### src/rtl/tmr_pkg.sv
package tmr_pkg;
   localparam int OP_W   = 2;
   localparam int RATE_W = 3;
   localparam int CTRL_W = OP_W + RATE_W;
   localparam int NCH    = 2;
   localparam int NRATE  = 4;

   typedef enum logic [OP_W-1:0] {
      OP_LOAD = 2'd0,
      OP_HOLD = 2'd1,
      OP_RUN  = 2'd2,
      OP_BAD  = 2'd3
   } tmr_op_e;

   localparam logic [7:0] A_DIV0  = 8'h00;
   localparam logic [7:0] A_CNT0  = 8'h04;
   localparam logic [7:0] A_CTL0  = 8'h08;
   localparam logic [7:0] A_DIV1  = 8'h10;
   localparam logic [7:0] A_CNT1  = 8'h14;
   localparam logic [7:0] A_CTL1  = 8'h18;
   localparam logic [7:0] A_STAMP = 8'h38;
   localparam logic [7:0] A_MASK  = 8'h48;
   localparam logic [7:0] A_ACK   = 8'h4C;
   localparam logic [7:0] A_RAW   = 8'h50;
   localparam logic [7:0] A_GATED = 8'h54;

   // a control word is accepted only with a legal op and a defined rate code
   function automatic logic ctrl_legal(input logic [CTRL_W-1:0] w);
      logic [RATE_W-1:0] r;
      r = w[CTRL_W-1:OP_W];
      return (w[OP_W-1:0] != OP_BAD) && (r != 3'd2) && (r != 3'd3);
   endfunction
endpackage

### src/rtl/tmr_chan.sv
module tmr_chan
   import tmr_pkg::*;
#(
   parameter int CNT_W = 32
) (
   input  logic                 clk,
   input  logic                 rst_n,
   input  logic                 div_we,
   input  logic [CNT_W-1:0]     div_wdata,
   input  logic                 ctrl_we,
   input  logic [CTRL_W-1:0]    ctrl_wdata,
   input  logic [NRATE-1:0]     rate_tick,
   input  logic                 ext_tick,
   output logic [CNT_W-1:0]     div_q,
   output logic [CNT_W-1:0]     count_q,
   output logic [CTRL_W-1:0]    ctrl_q,
   output logic                 expire
);
   if (CNT_W < 2 || CNT_W > 32) begin : g_bad_width
      $error("tmr_chan: CNT_W must lie in 2..32");
   end

   logic              ctrl_hit;
   logic              running;
   logic              tick_sel;
   logic [RATE_W-1:0] rate_code;

   assign ctrl_hit  = ctrl_we && ctrl_legal(ctrl_wdata);
   assign running   = (ctrl_q[OP_W-1:0] == OP_RUN);
   assign rate_code = ctrl_q[CTRL_W-1:OP_W];

   always_comb begin
      unique case (rate_code)
         3'd0:    tick_sel = ext_tick;
         3'd4:    tick_sel = rate_tick[0];
         3'd5:    tick_sel = rate_tick[1];
         3'd6:    tick_sel = rate_tick[2];
         3'd7:    tick_sel = rate_tick[3];
         default: tick_sel = 1'b0;
      endcase
   end

   assign expire = running && tick_sel && (count_q == '0);

   always_ff @(posedge clk or negedge rst_n) begin
      if (!rst_n) begin
         div_q <= '0;
      end else if (div_we) begin
         div_q <= div_wdata;
      end
   end

   always_ff @(posedge clk or negedge rst_n) begin
      if (!rst_n) begin
         ctrl_q <= '0;
      end else if (ctrl_hit) begin
         ctrl_q <= ctrl_wdata;
      end
   end

   always_ff @(posedge clk or negedge rst_n) begin
      if (!rst_n) begin
         count_q <= '0;
      end else if (ctrl_hit && (ctrl_wdata[OP_W-1:0] == OP_LOAD)) begin
         count_q <= div_q;
      end else if (running && tick_sel) begin
         if (count_q == '0) begin
            count_q <= div_q;
         end else begin
            count_q <= count_q - 1'b1;
         end
      end
   end


   count_step_chk: assert property (@(posedge clk) disable iff (!rst_n)
      (running && tick_sel && (count_q != '0) && !ctrl_we)
      |=> (count_q == $past(count_q) - 1'b1));


   hold_frozen_chk: assert property (@(posedge clk) disable iff (!rst_n)
      ((ctrl_q[OP_W-1:0] == OP_HOLD) && !ctrl_we) |=> $stable(count_q));


   expire_reload_chk: assert property (@(posedge clk) disable iff (!rst_n)
      (expire && !ctrl_we) |=> (count_q == $past(div_q)));


   bad_ctrl_drop_chk: assert property (@(posedge clk) disable iff (!rst_n)
      (ctrl_we && !ctrl_legal(ctrl_wdata)) |=> $stable(ctrl_q));
endmodule

### src/rtl/tmr_irq.sv
module tmr_irq #(
   parameter int NBITS = 2
) (
   input  logic             clk,
   input  logic             rst_n,
   input  logic [NBITS-1:0] set_bits,
   input  logic             ack_we,
   input  logic [NBITS-1:0] ack_bits,
   input  logic             mask_we,
   input  logic [NBITS-1:0] mask_bits,
   output logic [NBITS-1:0] status_q,
   output logic [NBITS-1:0] mask_q,
   output logic [NBITS-1:0] gated,
   output logic             irq
);
   if (NBITS < 1 || NBITS > 32) begin : g_bad_bits
      $error("tmr_irq: NBITS must lie in 1..32");
   end

   logic [NBITS-1:0] clr;

   assign clr   = ack_we ? ack_bits : '0;
   assign gated = status_q & mask_q;
   assign irq   = |gated;

   always_ff @(posedge clk or negedge rst_n) begin
      if (!rst_n) begin
         status_q <= '0;
      end else begin
         status_q <= (status_q & ~clr) | set_bits;
      end
   end

   always_ff @(posedge clk or negedge rst_n) begin
      if (!rst_n) begin
         mask_q <= '0;
      end else if (mask_we) begin
         mask_q <= mask_bits;
      end
   end


   status_sticky_chk: assert property (@(posedge clk) disable iff (!rst_n)
      (set_bits != '0) |=> ((status_q & $past(set_bits)) == $past(set_bits)));


   ack_clear_chk: assert property (@(posedge clk) disable iff (!rst_n)
      (ack_we && ((ack_bits & ~set_bits) != '0))
      |=> ((status_q & $past(ack_bits & ~set_bits)) == '0));


   no_ack_keep_chk: assert property (@(posedge clk) disable iff (!rst_n)
      !ack_we |=> ((status_q & $past(status_q)) == $past(status_q)));
endmodule

### src/rtl/tmr_stamp.sv
module tmr_stamp #(
   parameter int TS_W = 32
) (
   input  logic            clk,
   input  logic            rst_n,
   output logic [TS_W-1:0] stamp_q
);
   if (TS_W < 4 || TS_W > 64) begin : g_bad_ts
      $error("tmr_stamp: TS_W must lie in 4..64");
   end

   always_ff @(posedge clk or negedge rst_n) begin
      if (!rst_n) begin
         stamp_q <= '0;
      end else begin
         stamp_q <= stamp_q + 1'b1;
      end
   end


   stamp_step_chk: assert property (@(posedge clk) disable iff (!rst_n)
      1'b1 |=> (stamp_q == $past(stamp_q) + 1'b1));
endmodule

### src/rtl/dual_tick_timer.sv
module dual_tick_timer
   import tmr_pkg::*;
#(
   parameter int CNT_W = 32,
   parameter int TS_W  = 32
) (
   input  logic        clk,
   input  logic        rst_n,
   input  logic        bus_wr,
   input  logic [7:0]  bus_addr,
   input  logic [31:0] bus_wdata,
   output logic [31:0] bus_rdata,
   input  logic [3:0]  rate_tick,
   input  logic [1:0]  ext_tick,
   output logic        irq
);
   localparam logic [7:0] DIV_A [NCH] = '{A_DIV0, A_DIV1};
   localparam logic [7:0] CTL_A [NCH] = '{A_CTL0, A_CTL1};

   logic [CNT_W-1:0]  div_v   [NCH];
   logic [CNT_W-1:0]  cnt_v   [NCH];
   logic [CTRL_W-1:0] ctl_v   [NCH];
   logic [NCH-1:0]    exp_v;
   logic [NCH-1:0]    status_v;
   logic [NCH-1:0]    mask_v;
   logic [NCH-1:0]    gated_v;
   logic [TS_W-1:0]   stamp_v;
   logic [31:0]       stamp_rd;

   for (genvar c = 0; c < NCH; c++) begin : g_chan
      tmr_chan #(.CNT_W(CNT_W)) u_chan (
         .clk        (clk),
         .rst_n      (rst_n),
         .div_we     (bus_wr && (bus_addr == DIV_A[c])),
         .div_wdata  (bus_wdata[CNT_W-1:0]),
         .ctrl_we    (bus_wr && (bus_addr == CTL_A[c])),
         .ctrl_wdata (bus_wdata[CTRL_W-1:0]),
         .rate_tick  (rate_tick),
         .ext_tick   (ext_tick[c]),
         .div_q      (div_v[c]),
         .count_q    (cnt_v[c]),
         .ctrl_q     (ctl_v[c]),
         .expire     (exp_v[c])
      );
   end

   tmr_irq #(.NBITS(NCH)) u_irq (
      .clk       (clk),
      .rst_n     (rst_n),
      .set_bits  (exp_v),
      .ack_we    (bus_wr && (bus_addr == A_ACK)),
      .ack_bits  (bus_wdata[NCH-1:0]),
      .mask_we   (bus_wr && (bus_addr == A_MASK)),
      .mask_bits (bus_wdata[NCH-1:0]),
      .status_q  (status_v),
      .mask_q    (mask_v),
      .gated     (gated_v),
      .irq       (irq)
   );

   tmr_stamp #(.TS_W(TS_W)) u_stamp (
      .clk     (clk),
      .rst_n   (rst_n),
      .stamp_q (stamp_v)
   );

   if (TS_W >= 32) begin : g_ts_trunc
      assign stamp_rd = stamp_v[31:0];
   end else begin : g_ts_ext
      assign stamp_rd = 32'(stamp_v);
   end

   always_comb begin
      unique case (bus_addr)
         A_DIV0:  bus_rdata = 32'(div_v[0]);
         A_CNT0:  bus_rdata = 32'(cnt_v[0]);
         A_CTL0:  bus_rdata = 32'(ctl_v[0]);
         A_DIV1:  bus_rdata = 32'(div_v[1]);
         A_CNT1:  bus_rdata = 32'(cnt_v[1]);
         A_CTL1:  bus_rdata = 32'(ctl_v[1]);
         A_STAMP: bus_rdata = stamp_rd;
         A_MASK:  bus_rdata = 32'(mask_v);
         A_RAW:   bus_rdata = 32'(status_v);
         A_GATED: bus_rdata = 32'(gated_v);
         default: bus_rdata = '0;
      endcase
   end


   irq_gate_chk: assert property (@(posedge clk) disable iff (!rst_n)
      (bus_wr && (bus_addr == A_MASK) && (bus_wdata[NCH-1:0] == '0)) |=> !irq);


   ro_write_chk: assert property (@(posedge clk) disable iff (!rst_n)
      (bus_wr && (bus_addr == A_RAW) && (exp_v == '0)) |=> $stable(status_v));
endmodule

### config.mk
export PLATFORM = sky130hd
export DESIGN_NAME = dual_tick_timer
export DESIGN_NICKNAME = d
export VERILOG_FILES = /design/src/rtl/tmr_pkg.sv /design/src/rtl/tmr_chan.sv /design/src/rtl/tmr_irq.sv /design/src/rtl/tmr_stamp.sv /design/src/rtl/dual_tick_timer.sv
export SDC_FILE = /design/constraint.sdc
export NUM_CORES = 1
export LEC_CHECK = 0
export ABC_AREA = 1
export BUFFER_PORTS_ARGS = -buffer_cell sky130_fd_sc_hd__buf_2
export CAP_MARGIN = 20
export CORE_ASPECT_RATIO = 0.5
export CORE_MARGIN = 4
export CORE_UTILIZATION = 50
export DETAILED_ROUTE_END_ITERATION = 10
export PLACE_DENSITY = 0.73
export REMOVE_ABC_BUFFERS = 1
export SLEW_MARGIN = 5
export SYNTH_ARGS = -nofsm -noshare
export SYNTH_HDL_FRONTEND = slang
export SYNTH_SLANG_ARGS = --single-unit
### constraint.sdc
create_clock -name clk -period 3.74 [get_ports clk]
set_input_delay 0.374 -clock clk [delete_from_list [all_inputs] [get_ports clk]]
set_output_delay 0.374 -clock clk [all_outputs]
set_load 0.05 [all_outputs]
==> results of run 1 <==
[what timing repair did]
item | CTS | global route
endpoints found under the hold margin | 10 | 0
hold buffers | 1 | 0
buffers inserted | 0 | 0
[worst register-to-register path: stages (launching register included)]
cell and delay, ps:
dfrtp_1 410, inv_1 330, ha_1 220, nand2_1 50, nor2_1 110, nand3_1 260
o21ai_4 570, buf_4 350, a21oi_1 140, nand2_1 100, nand2_1 50
[sequential cells by signal, summed over array words and instances (netlist names)]
signal,flops
u_irq.mask_q,2
u_irq.status_q,2
u_stamp.stamp_q,32
g_chan.u_chan.div_q,64
g_chan.u_chan.ctrl_q,10
g_chan.u_chan.count_q,64
[layout make-up]
type / instances / area, um2 / area share [%]
clock buffer: 18 / 439.2 / 3.580
antenna: 1 / 2.502 / 0.02040
sequential: 174 / 4354 / 35.50
clock inverter: 14 / 157.7 / 1.285
inverter: 245 / 922.1 / 7.517
tap: 292 / 365.4 / 2.978
multi-input combinational: 1199 / 5479 / 44.67
timing repair buffer: 97 / 546.8 / 4.457
[report_power, final]
part           switching, mW  total, mW  internal, mW  leakage [nW]
Clock                  0.860       1.87          1.01         0.284
Sequential            0.0433       1.97          1.93          2.22
Combinational          0.229      0.320        0.0913          3.83
[logic make-up after synthesis]
| family | Yosys count | share of synthesized area [%] |
|---|---|---|
| fa+ha+maj | 5 | 0.5703 |
| xor+xnor | 50 | 3.992 |
| flops | 174 | 39.69 |
| buf+inv | 291 | 10.41 |
| compound gates | 220 | 10.81 |
| simple gates | 924 | 34.52 |
[routing by layer]
| layer | vias to the layer above | part of all wire [%] | global-route usage, % |
|---|---|---|---|
| met2 | 531 | 40 | 43.91 |
| met1 | 5367 | 44 | 47.19 |
| met3 | 47 | 15 | 13.63 |
| met4 | 0 | 1.3 | 7.070 |
| li1 | 5354 | - | - |
| met5 | - | 0 | 0 |
[cells in the final DEF (no fill, tap or decap), drive strengths merged]
master       count
bufinv           2
dfrtp          174
nand2          562
buf             96
clkbuf          18
nor2           194
nor3            14
ha               5
dlygate4sd3      1
o21bai           1
xor2            39
and2             2
nor4             2
o22ai           46
inv            248
xnor2           11
diode            1
nand3b           2
o31ai            1
clkinvlp         3
nand2b           1
o21ai          146
nand4           22
a21oi           26
nand3          125
clkinv           6
[final timing paths]
path | slack, ps | end | cells past startpoint
max in group asynchronous | 2340 | g_chan[0].u_chan.count_q[18]$_DFFE_PN0P_ | 3
min in group asynchronous | 530 | g_chan[0].u_chan.count_q[3]$_DFFE_PN0P_ | 2
max | 800 | bus_rdata[20] | 9
min reg2reg | 490 | g_chan[0].u_chan.div_q[23]$_DFFE_PN0P_ | 2
max reg2reg | 1060 | g_chan[0].u_chan.count_q[28]$_DFFE_PN0P_ | 10
min | 170 | g_chan[1].u_chan.div_q[21]$_DFFE_PN0P_ | 3
==> impl_metrics.env, run 1 <==
export IMPL_drc=0
export IMPL_period_share_pct=78.54
export IMPL_crit_start="bus_addr[7]"
export IMPL_min_path_type="input port to register"
export IMPL_rsz0062_at_grt="false"
export IMPL_cts_root_buf="clkbuf_16"
export IMPL_holdWs_ps=170.8
export IMPL_die_w_um=217.5
export IMPL_cpMaxStageDelayCell="nand2_1"
export IMPL_required_ps=3370
export IMPL_dr_pass1_iters=6
export IMPL_slew_viol_final=0
export IMPL_synth_common_cells="558 x nand2_1, 240 x inv_1, 182 x nor2_1, 174 x dfrtp_1, 125 x o21ai_0"
export IMPL_htreeDepth=4
export IMPL_synthCells=1664
export IMPL_synth_area_top_cells="dfrtp_1 40%, nand2_1 19%, inv_1 8.2%, nor2_1 6.2%, o21ai_0 5.7%"
export IMPL_setup_violations=0
export IMPL_synth_cell_types=34
export IMPL_syn_avg_cell_area_um2=6.593
export IMPL_cts_tree="yes"
export IMPL_overflow=0
export IMPL_vias=11300
export IMPL_initial_utilization_pct=52.08
export IMPL_ant_nets=0
export IMPL_cts_resized_gates=0
export IMPL_stdcell_area_um2=12270
export IMPL_dieArea_um2=24520
export IMPL_grt_usage_pct=32.15
export IMPL_stdcell_count=2040
export IMPL_slowest_delay_ps=620
export IMPL_leakage_nw=6.330
export IMPL_yosysMostFrequentCell="nand2_1"
export IMPL_hold_violations=0
export IMPL_synth_edf_count=0
export IMPL_tns_ps=0
export IMPL_path_buf_inv=3
export IMPL_fin_worst_skew_ps=7.870
export IMPL_period_needed_ps=2938
export IMPL_ys_async_sr_fraction_pct=100.0
export IMPL_clkLatencyLatePin_ps=460
export IMPL_ir_drop_mv=0.2340
export IMPL_wl_per_cell_um=19.34
export IMPL_fillers=2016
export IMPL_port_buffers=81
export IMPL_drive_gt1_share_pct=8.758
export IMPL_tightest_slew_ps=1031
export IMPL_num_rows=37
export IMPL_grt_first_pass_wirelength_um=60340
export IMPL_slew_headroom_pct=31.08
export IMPL_hpwl_um=29770
export IMPL_end_kind="output pin"
export IMPL_antenna_found_initial=0
export IMPL_syn_area_um2=10970
export IMPL_critPathArrivalTime_ps=2560
export IMPL_crit_chain="buf_2 > nor2_1 > nand3_1 > inv_1 > nand2_1 > o22ai_1 > nor2_1 > o21ai_0 > buf_2"
export IMPL_hp_start="bus_wdata[21]"
export IMPL_cts_buffers=17
export IMPL_nets=1788
export IMPL_place_gp_congestion=0.9626
export IMPL_power_density_nw_per_um2=339.6
export IMPL_placed_area_um2=11660
export IMPL_path_delay_family="simple AND/OR/NAND/NOR gates"
export IMPL_final_util_pct=58.24
export IMPL_drt_iter0_drc=1551
export IMPL_status="complete, no violations"
export IMPL_ys_ff_latch=174
export IMPL_area_growth_pct=11.82
export IMPL_die_height_um=112.7
export IMPL_finalWirelength_um=39450
export IMPL_vias_per_cell=5.539
export IMPL_io_pins=82
export IMPL_preCtsSetupSlack_ps=886.6
export IMPL_dp_cells=2006
export IMPL_cts_buffer_depth=2
export IMPL_max_freq_mhz=340.4
export IMPL_core_area_um2=21060
export IMPL_seq_area_frac_synth_pct=39.69
export IMPL_grt_max_degree=75
export IMPL_path_class="input port to output pin"
export IMPL_yosysWarnings=0
export IMPL_cp_start_kind="input port"
export IMPL_power_total_mw=4.166
export IMPL_first_global_vias=10390
export IMPL_synth_largest_area_cell="dfrtp_1"
export IMPL_cp_max_fo=23
export IMPL_finalWorstSetupSlack_ps=802.4
export IMPL_r2r_start="g_chan[0].u_chan.count_q[0]$_DFFE_PN0P_"
export IMPL_cap_violations=0
export IMPL_synth_flop_cell="dfrtp_1"
export IMPL_numClockSinks=174
export IMPL_synth_top_cell_area_share_pct=39.69
export IMPL_path_clk_slew_ps=80
Power figures use the tool's default switching activity.
==> inputs of run 2 (changes only) <==
--- a/config.mk
+++ b/config.mk
@@ -12,7 +12,7 @@
 export CORE_MARGIN = 4
 export CORE_UTILIZATION = 50
 export DETAILED_ROUTE_END_ITERATION = 10
-export PLACE_DENSITY = 0.73
+export PLACE_DENSITY = 0.76
 export REMOVE_ABC_BUFFERS = 1
 export SLEW_MARGIN = 5
 export SYNTH_ARGS = -nofsm -noshare
==> constraint.sdc (replaced) <==
create_clock -name clk -period 2.55 [get_ports clk]
set_input_delay 0.255 -clock clk [delete_from_list [all_inputs] [get_ports clk]]
set_output_delay 0.255 -clock clk [all_outputs]
set_load 0.05 [all_outputs]
==> run 2 against run 1 <==
Against the previous run: worst hold slack got worse by 120 ps; largest cell class unchanged; sequential cell count unchanged; critical endpoint is now bus_rdata[1]; clock skew increased by 1.4 ps; non-clock buffer count increased by 13.
==> impl_metrics.env, run 2 (same netlist as run 1, synthesis figures left out) <==
export IMPL_r2r_cells=9
export IMPL_power_density_nw_per_um2=492.2
export IMPL_rsz0062_at_grt="false"
export IMPL_period_share_pct=91.40
export IMPL_io_pins=82
export IMPL_grt_first_pass_wirelength_um=57070
export IMPL_min_path_type="input port to register"
export IMPL_first_global_vias=10300
export IMPL_required_ps=2300
export IMPL_cts_buffers=17
export IMPL_ant_nets=0
export IMPL_setup_violations=0
export IMPL_mostFrequentLayoutCells="558 x nand2_1, 240 x inv_1, 182 x nor2_1, 174 x dfrtp_1, 125 x o21ai_0"
export IMPL_slew_viol_final=0
export IMPL_r2r_slack_ps=430
export IMPL_area_growth_pct=13.62
export IMPL_drive_gt1_share_pct=9.432
export IMPL_max_freq_mhz=429.0
export IMPL_fin_worst_skew_ps=9.294
export IMPL_cts_buffer_depth=2
export IMPL_cts_tree="yes"
export IMPL_core_area_um2=21060
export IMPL_num_rows=37
export IMPL_vias=11210
export IMPL_slew_headroom_pct=54.09
export IMPL_r2r_start="g_chan[1].u_chan.count_q[13]$_DFFE_PN0P_"
export IMPL_cap_violations=0
export IMPL_hold_depth=3
export IMPL_dp_cells=2019
export IMPL_wl_per_cell_um=17.79
export IMPL_period_needed_ps=2331
export IMPL_holdPathEnd="g_chan[1].u_chan.div_q[22]$_DFFE_PN0P_"
export IMPL_clkLatencyLatePin_ps=460
export IMPL_grt_max_degree=65
export IMPL_rr_endpoint="g_chan[1].u_chan.count_q[25]$_DFFE_PN0P_"
export IMPL_tns_ps=0
export IMPL_vias_per_cell=5.459
export IMPL_end_kind="output pin"
export IMPL_overflow=0
export IMPL_critPathArrivalTime_ps=2080
export IMPL_cp_max_fo=32
export IMPL_cp_start_kind="input port"
export IMPL_initial_utilization_pct=52.08
export IMPL_finalWirelength_um=36520
export IMPL_tightest_slew_ps=687.7
export IMPL_status="complete, no violations"
export IMPL_drt_iter0_drc=1560
export IMPL_leakage_nw=6.426
export IMPL_preCtsSetupSlack_ps=331.3
export IMPL_numClockSinks=174
export IMPL_path_clk_slew_ps=70
export IMPL_htreeDepth=4
export IMPL_ir_drop_mv=0.3591
export IMPL_dr_pass1_iters=6
export IMPL_hold_violations=0
export IMPL_hpwl_um=27590
export IMPL_antenna_found_initial=1
export IMPL_place_gp_congestion=1.002
export IMPL_top_regs="g_chan.u_chan.count_q (64), g_chan.u_chan.div_q (64), u_stamp.stamp_q (32)"
export IMPL_die_w_um=217.5
export IMPL_die_height_um=112.7
export IMPL_nets=1801
export IMPL_stdcell_count=2053
export IMPL_post_cts_repair_setup_buffers=0
export IMPL_final_common_cell="nand2_1"
export IMPL_grt_usage_pct=30.17
export IMPL_hp_start="bus_wdata[22]"
export IMPL_drc=0
export IMPL_path_class="input port to output pin"
export IMPL_port_buffers=81
export IMPL_dieArea_um2=24520
export IMPL_cts_root_buf="clkbuf_16"
export IMPL_finalWorstSetupSlack_ps=219.2
==> run 2: cell types whose count changed in the layout (fill, tap and decap cells not counted), moves of 2 or more <==
cell / previous run / this run
buf_12: 1 / 7
buf_2: 80 / 78
buf_4: 14 / 23
clkinv_4: 4 / 2
clkinvlp_4: 3 / 5
inv_6: 4 / 1
==> run 2: worst max path at each step <==
stage / startpoint / end / slack, ps
floorplan: bus_addr[7] / bus_rdata[10] / 40
global placement: bus_addr[7] / bus_rdata[1] / 330
detailed placement: bus_addr[7] / bus_rdata[1] / 330
CTS: bus_addr[7] / bus_rdata[1] / 300
global route: bus_addr[7] / bus_rdata[1] / 60
finish: bus_addr[7] / bus_rdata[1] / 220
==> run 2: layout make-up <==
type	count	area, um2
Timing Repair Buffer	110	724.4
Sequential cell	174	4354
Antenna cell	1	2.502
Clock buffer	19	452.9
Inverter	245	922.1
Multi-Input combinational cell	1199	5479
Fill cell	2038	8600
Tap cell	292	365.4
Clock inverter	13	163.9
==> run 2: layer usage <==
| metal | vias up | global-route usage, % | wire length [um] |
|---|---|---|---|
| li1 | 5391 | - | - |
| met1 | 5188 | 45.41 | 16530 |
| met2 | 584 | 40.75 | 14370 |
| met3 | 42 | 12.10 | 5168 |
| met4 | 2 | 6.097 | 441 |
| met5 | - | 0 | 7 |
==> run 2: report_power, final <==
| group | total (mW) | internal (mW) | switching (mW) |
|---|---|---|---|
| Sequential | 2.90 | 2.83 | 0.0643 |
| Clock | 2.77 | 1.59 | 1.17 |
| Combinational | 0.474 | 0.145 | 0.328 |
| Total | 6.13 | 4.57 | 1.57 |
==> run 2: worst max-delay path: stages <==
cell	delay, ps
buf_2	110
nor2_1	170
nand3_1	160
inv_1	160
nand2_1	110
buf_12	190
o22ai_1	400
nor2_1	110
nand3_1	110
buf_2	280
==> run 2: metrics by stage <==
stage                     area (um2)  power (mW)  util (%)  hold slack (ps)
after floorplan                10750       3.174         -           -40.59
after global placement         11840       3.402     56.19            288.5
after detailed placement       11840       3.407     56.19            286.2
after CTS                      12460       6.131     59.16            40.04
after global routing           12460       6.326     59.16            48.69
final                          12460       6.135     59.17            52.31
==> run 2: repair_timing <==
action                                 CTS  global route
endpoints found under the hold margin   55             0
hold buffers                             1             0
resized for setup                        0             0
==> inputs of run 3 (changes only) <==
--- a/config.mk
+++ b/config.mk
@@ -8,11 +8,11 @@
 export ABC_AREA = 1
 export BUFFER_PORTS_ARGS = -buffer_cell sky130_fd_sc_hd__buf_2
 export CAP_MARGIN = 20
-export CORE_ASPECT_RATIO = 0.5
+export CORE_ASPECT_RATIO = 0.8
 export CORE_MARGIN = 4
-export CORE_UTILIZATION = 50
+export CORE_UTILIZATION = 45
 export DETAILED_ROUTE_END_ITERATION = 10
-export PLACE_DENSITY = 0.76
+export PLACE_DENSITY = 0.7
 export REMOVE_ABC_BUFFERS = 1
 export SLEW_MARGIN = 5
 export SYNTH_ARGS = -nofsm -noshare
==> run 3 against run 2 <==
Against the previous run: worst setup slack gained 49 ps; sequential power is essentially flat; non-clock buffer count shrank 2; via count shrank 1.3%; worst hold slack gained 3.4 ps; total power grew 3.1%; sequential cell count is the same; critical path type unchanged.
==> impl_metrics.env, run 3 (same netlist as run 1, synthesis figures left out) <==
export IMPL_status="complete, no violations"
export IMPL_die_height_um=147.7
export IMPL_dr_pass1_iters=5
export IMPL_critPathArrivalTime_ps=2030
export IMPL_htreeDepth=4
export IMPL_crit_chain="buf_2 > nor2_1 > nand2_1 > nor2_2 > nand2_2 > buf_4 > o21ai_0 > nor2_1 > o21ai_0 > buf_2"
export IMPL_wl_per_cell_um=17.13
export IMPL_slew_viol_final=0
export IMPL_finalWirelength_um=35460
export IMPL_clkLatencyLatePin_ps=440
export IMPL_final_util_pct=52.55
export IMPL_io_pins=82
export IMPL_drive_gt1_share_pct=9.329
export IMPL_path_class="input port to output pin"
export IMPL_grt_first_pass_wirelength_um=57300
export IMPL_finalWorstSetupSlack_ps=268.1
export IMPL_port_buffers=81
export IMPL_leakage_nw=6.419
export IMPL_slowest_delay_ps=320
export IMPL_hpwl_um=26630
export IMPL_vias_per_cell=5.343
export IMPL_period_needed_ps=2282
export IMPL_p_seq_share_pct=45.7
export IMPL_grt_usage_pct=26.73
export IMPL_fin_worst_skew_ps=10.46
export IMPL_min_path_type="input port to register"
export IMPL_drc=0
export IMPL_initial_utilization_pct=46.27
export IMPL_setup_violations=0
export IMPL_hold_violations=0
export IMPL_end_kind="output pin"
export IMPL_overflow=0
export IMPL_power_density_nw_per_um2=507.4
export IMPL_cts_buffers=17
export IMPL_die_w_um=182.6
export IMPL_clkPwrFrac_pct=47.0
export IMPL_place_gp_congestion=1.023
export IMPL_top_regs="g_chan.u_chan.count_q (64), g_chan.u_chan.div_q (64), u_stamp.stamp_q (32)"
export IMPL_cpMaxStageDelayCell="buf_2"
export IMPL_first_global_vias=10640
export IMPL_core_area_um2=23710
export IMPL_ir_drop_mv=0.4277
export IMPL_swShare_pct=25.14
export IMPL_numClockSinks=174
export IMPL_mostFrequentLayoutCells="558 x nand2_1, 240 x inv_1, 182 x nor2_1, 174 x dfrtp_1, 125 x o21ai_0"
export IMPL_fillers=2343
export IMPL_cts_tree="yes"
export IMPL_p_int_mw=4.733
export IMPL_p_sw_mw=1.590
export IMPL_antenna_found_initial=0
export IMPL_slew_headroom_pct=49.92
export IMPL_nets=1799
export IMPL_cp_start_kind="input port"
export IMPL_path_clk_slew_ps=70
export IMPL_grt_max_degree=65
export IMPL_cap_violations=0
export IMPL_cts_buffer_depth=2
export IMPL_tightest_slew_ps=750.1
export IMPL_cts_root_buf="clkbuf_16"
export IMPL_max_freq_mhz=438.2
export IMPL_required_ps=2300
export IMPL_area_growth_pct=13.57
export IMPL_rsz0062_at_grt="false"
export IMPL_preCtsSetupSlack_ps=189.9
export IMPL_cp_max_fo=17
export IMPL_num_rows=50
export IMPL_dieArea_um2=26960
export IMPL_drt_iter0_drc=1247
export IMPL_vias=11060
export IMPL_final_common_cell="nand2_1"
export IMPL_tns_ps=0
export IMPL_ant_nets=0
export IMPL_diodes=0
export IMPL_pwr_share_comb_pct=7.3
export IMPL_period_share_pct=89.49
-- run 3: cell count changes in the layout (fill, tap and decap cells not counted), sizes merged --
cell      delta
inv          +5
bufinv       +2
diode        -1
buf          -2
clkbuf       -1
clkinv       -4
clkinvlp     -2
-- run 3: power groups by stage --
stage / logic [mW] / registers [mW] / clock network (mW)
2_1_floorplan: 0.249 / 2.92 / 0
3_3_place_gp: 0.450 / 2.94 / 0
5_1_grt: 0.526 / 2.90 / 3.13
3_5_place_dp: 0.458 / 2.94 / 0
6_report: 0.460 / 2.89 / 2.97
4_1_cts: 0.461 / 2.89 / 3.01
-- run 3: stage by stage --
stage          power, mW  hold slack [ps]  cell area, um2  std cells
3_5_place_dp       3.400            309.8           11790       2037
2_1_floorplan      3.174           -40.59           10750       1618
4_1_cts            6.364            42.00           12460       2070
3_3_place_gp       3.389            306.1           11790       2037
5_1_grt            6.556            52.18           12460       2070
6_report           6.322            55.74           12460       2070
-- run 3: area by class of cell --
| class | instances | area (um2) | share of cell area [%] |
|---|---|---|---|
| clock buffer | 18 | 429.2 | 3.444 |
| multi-input combinational | 1199 | 5479 | 43.97 |
| tap | 312 | 390.4 | 3.133 |
| sequential | 174 | 4354 | 34.95 |
| clock inverter | 14 | 226.5 | 1.818 |
| timing repair buffer | 108 | 654.4 | 5.252 |
| inverter | 245 | 925.9 | 7.431 |
-- run 3: timing repair --
item,CTS,global route
hold buffers,1,0
buffers inserted,0,0
gates resized for setup,0,1
hold endpoints to repair,60,0
endpoints found under the setup margin,0,1
-- run 3: per-layer routing --
| metal | share of wire (%) | track usage [%] |
|---|---|---|
| met5 | 0 | 0 |
| met4 | 3.2 | 9.677 |
| met3 | 9.1 | 5.707 |
| met2 | 43 | 39.14 |
| met1 | 45 | 39.06 |
-- run 3: critical path: cells and delay by family --
kind | cells | cell delay (ps)
buf+inv | 3 | 710
compound gates | 2 | 270
simple gates | 5 | 770
-- run 3: path summary, 6_finish.rpt --
kind / startpoint / end / slack [ps] / cells after the start
max in group asynchronous: rst_n / g_chan[0].u_chan.count_q[6]$_DFFE_PN0P_ / 1370 / 3
worst max-delay path: bus_addr[1] / bus_rdata[30] / 270 / 10
worst min register to register: g_chan[0].u_chan.div_q[5]$_DFFE_PN0P_ / g_chan[0].u_chan.div_q[5]$_DFFE_PN0P_ / 490 / 2
worst min-delay path: bus_wdata[25] / g_chan[1].u_chan.div_q[25]$_DFFE_PN0P_ / 60 / 3
worst max register to register: g_chan[1].u_chan.count_q[0]$_DFFE_PN0P_ / g_chan[1].u_chan.count_q[20]$_DFFE_PN0P_ / 340 / 11
min in group asynchronous: rst_n / g_chan[0].u_chan.div_q[14]$_DFFE_PN0P_ / 400 / 2
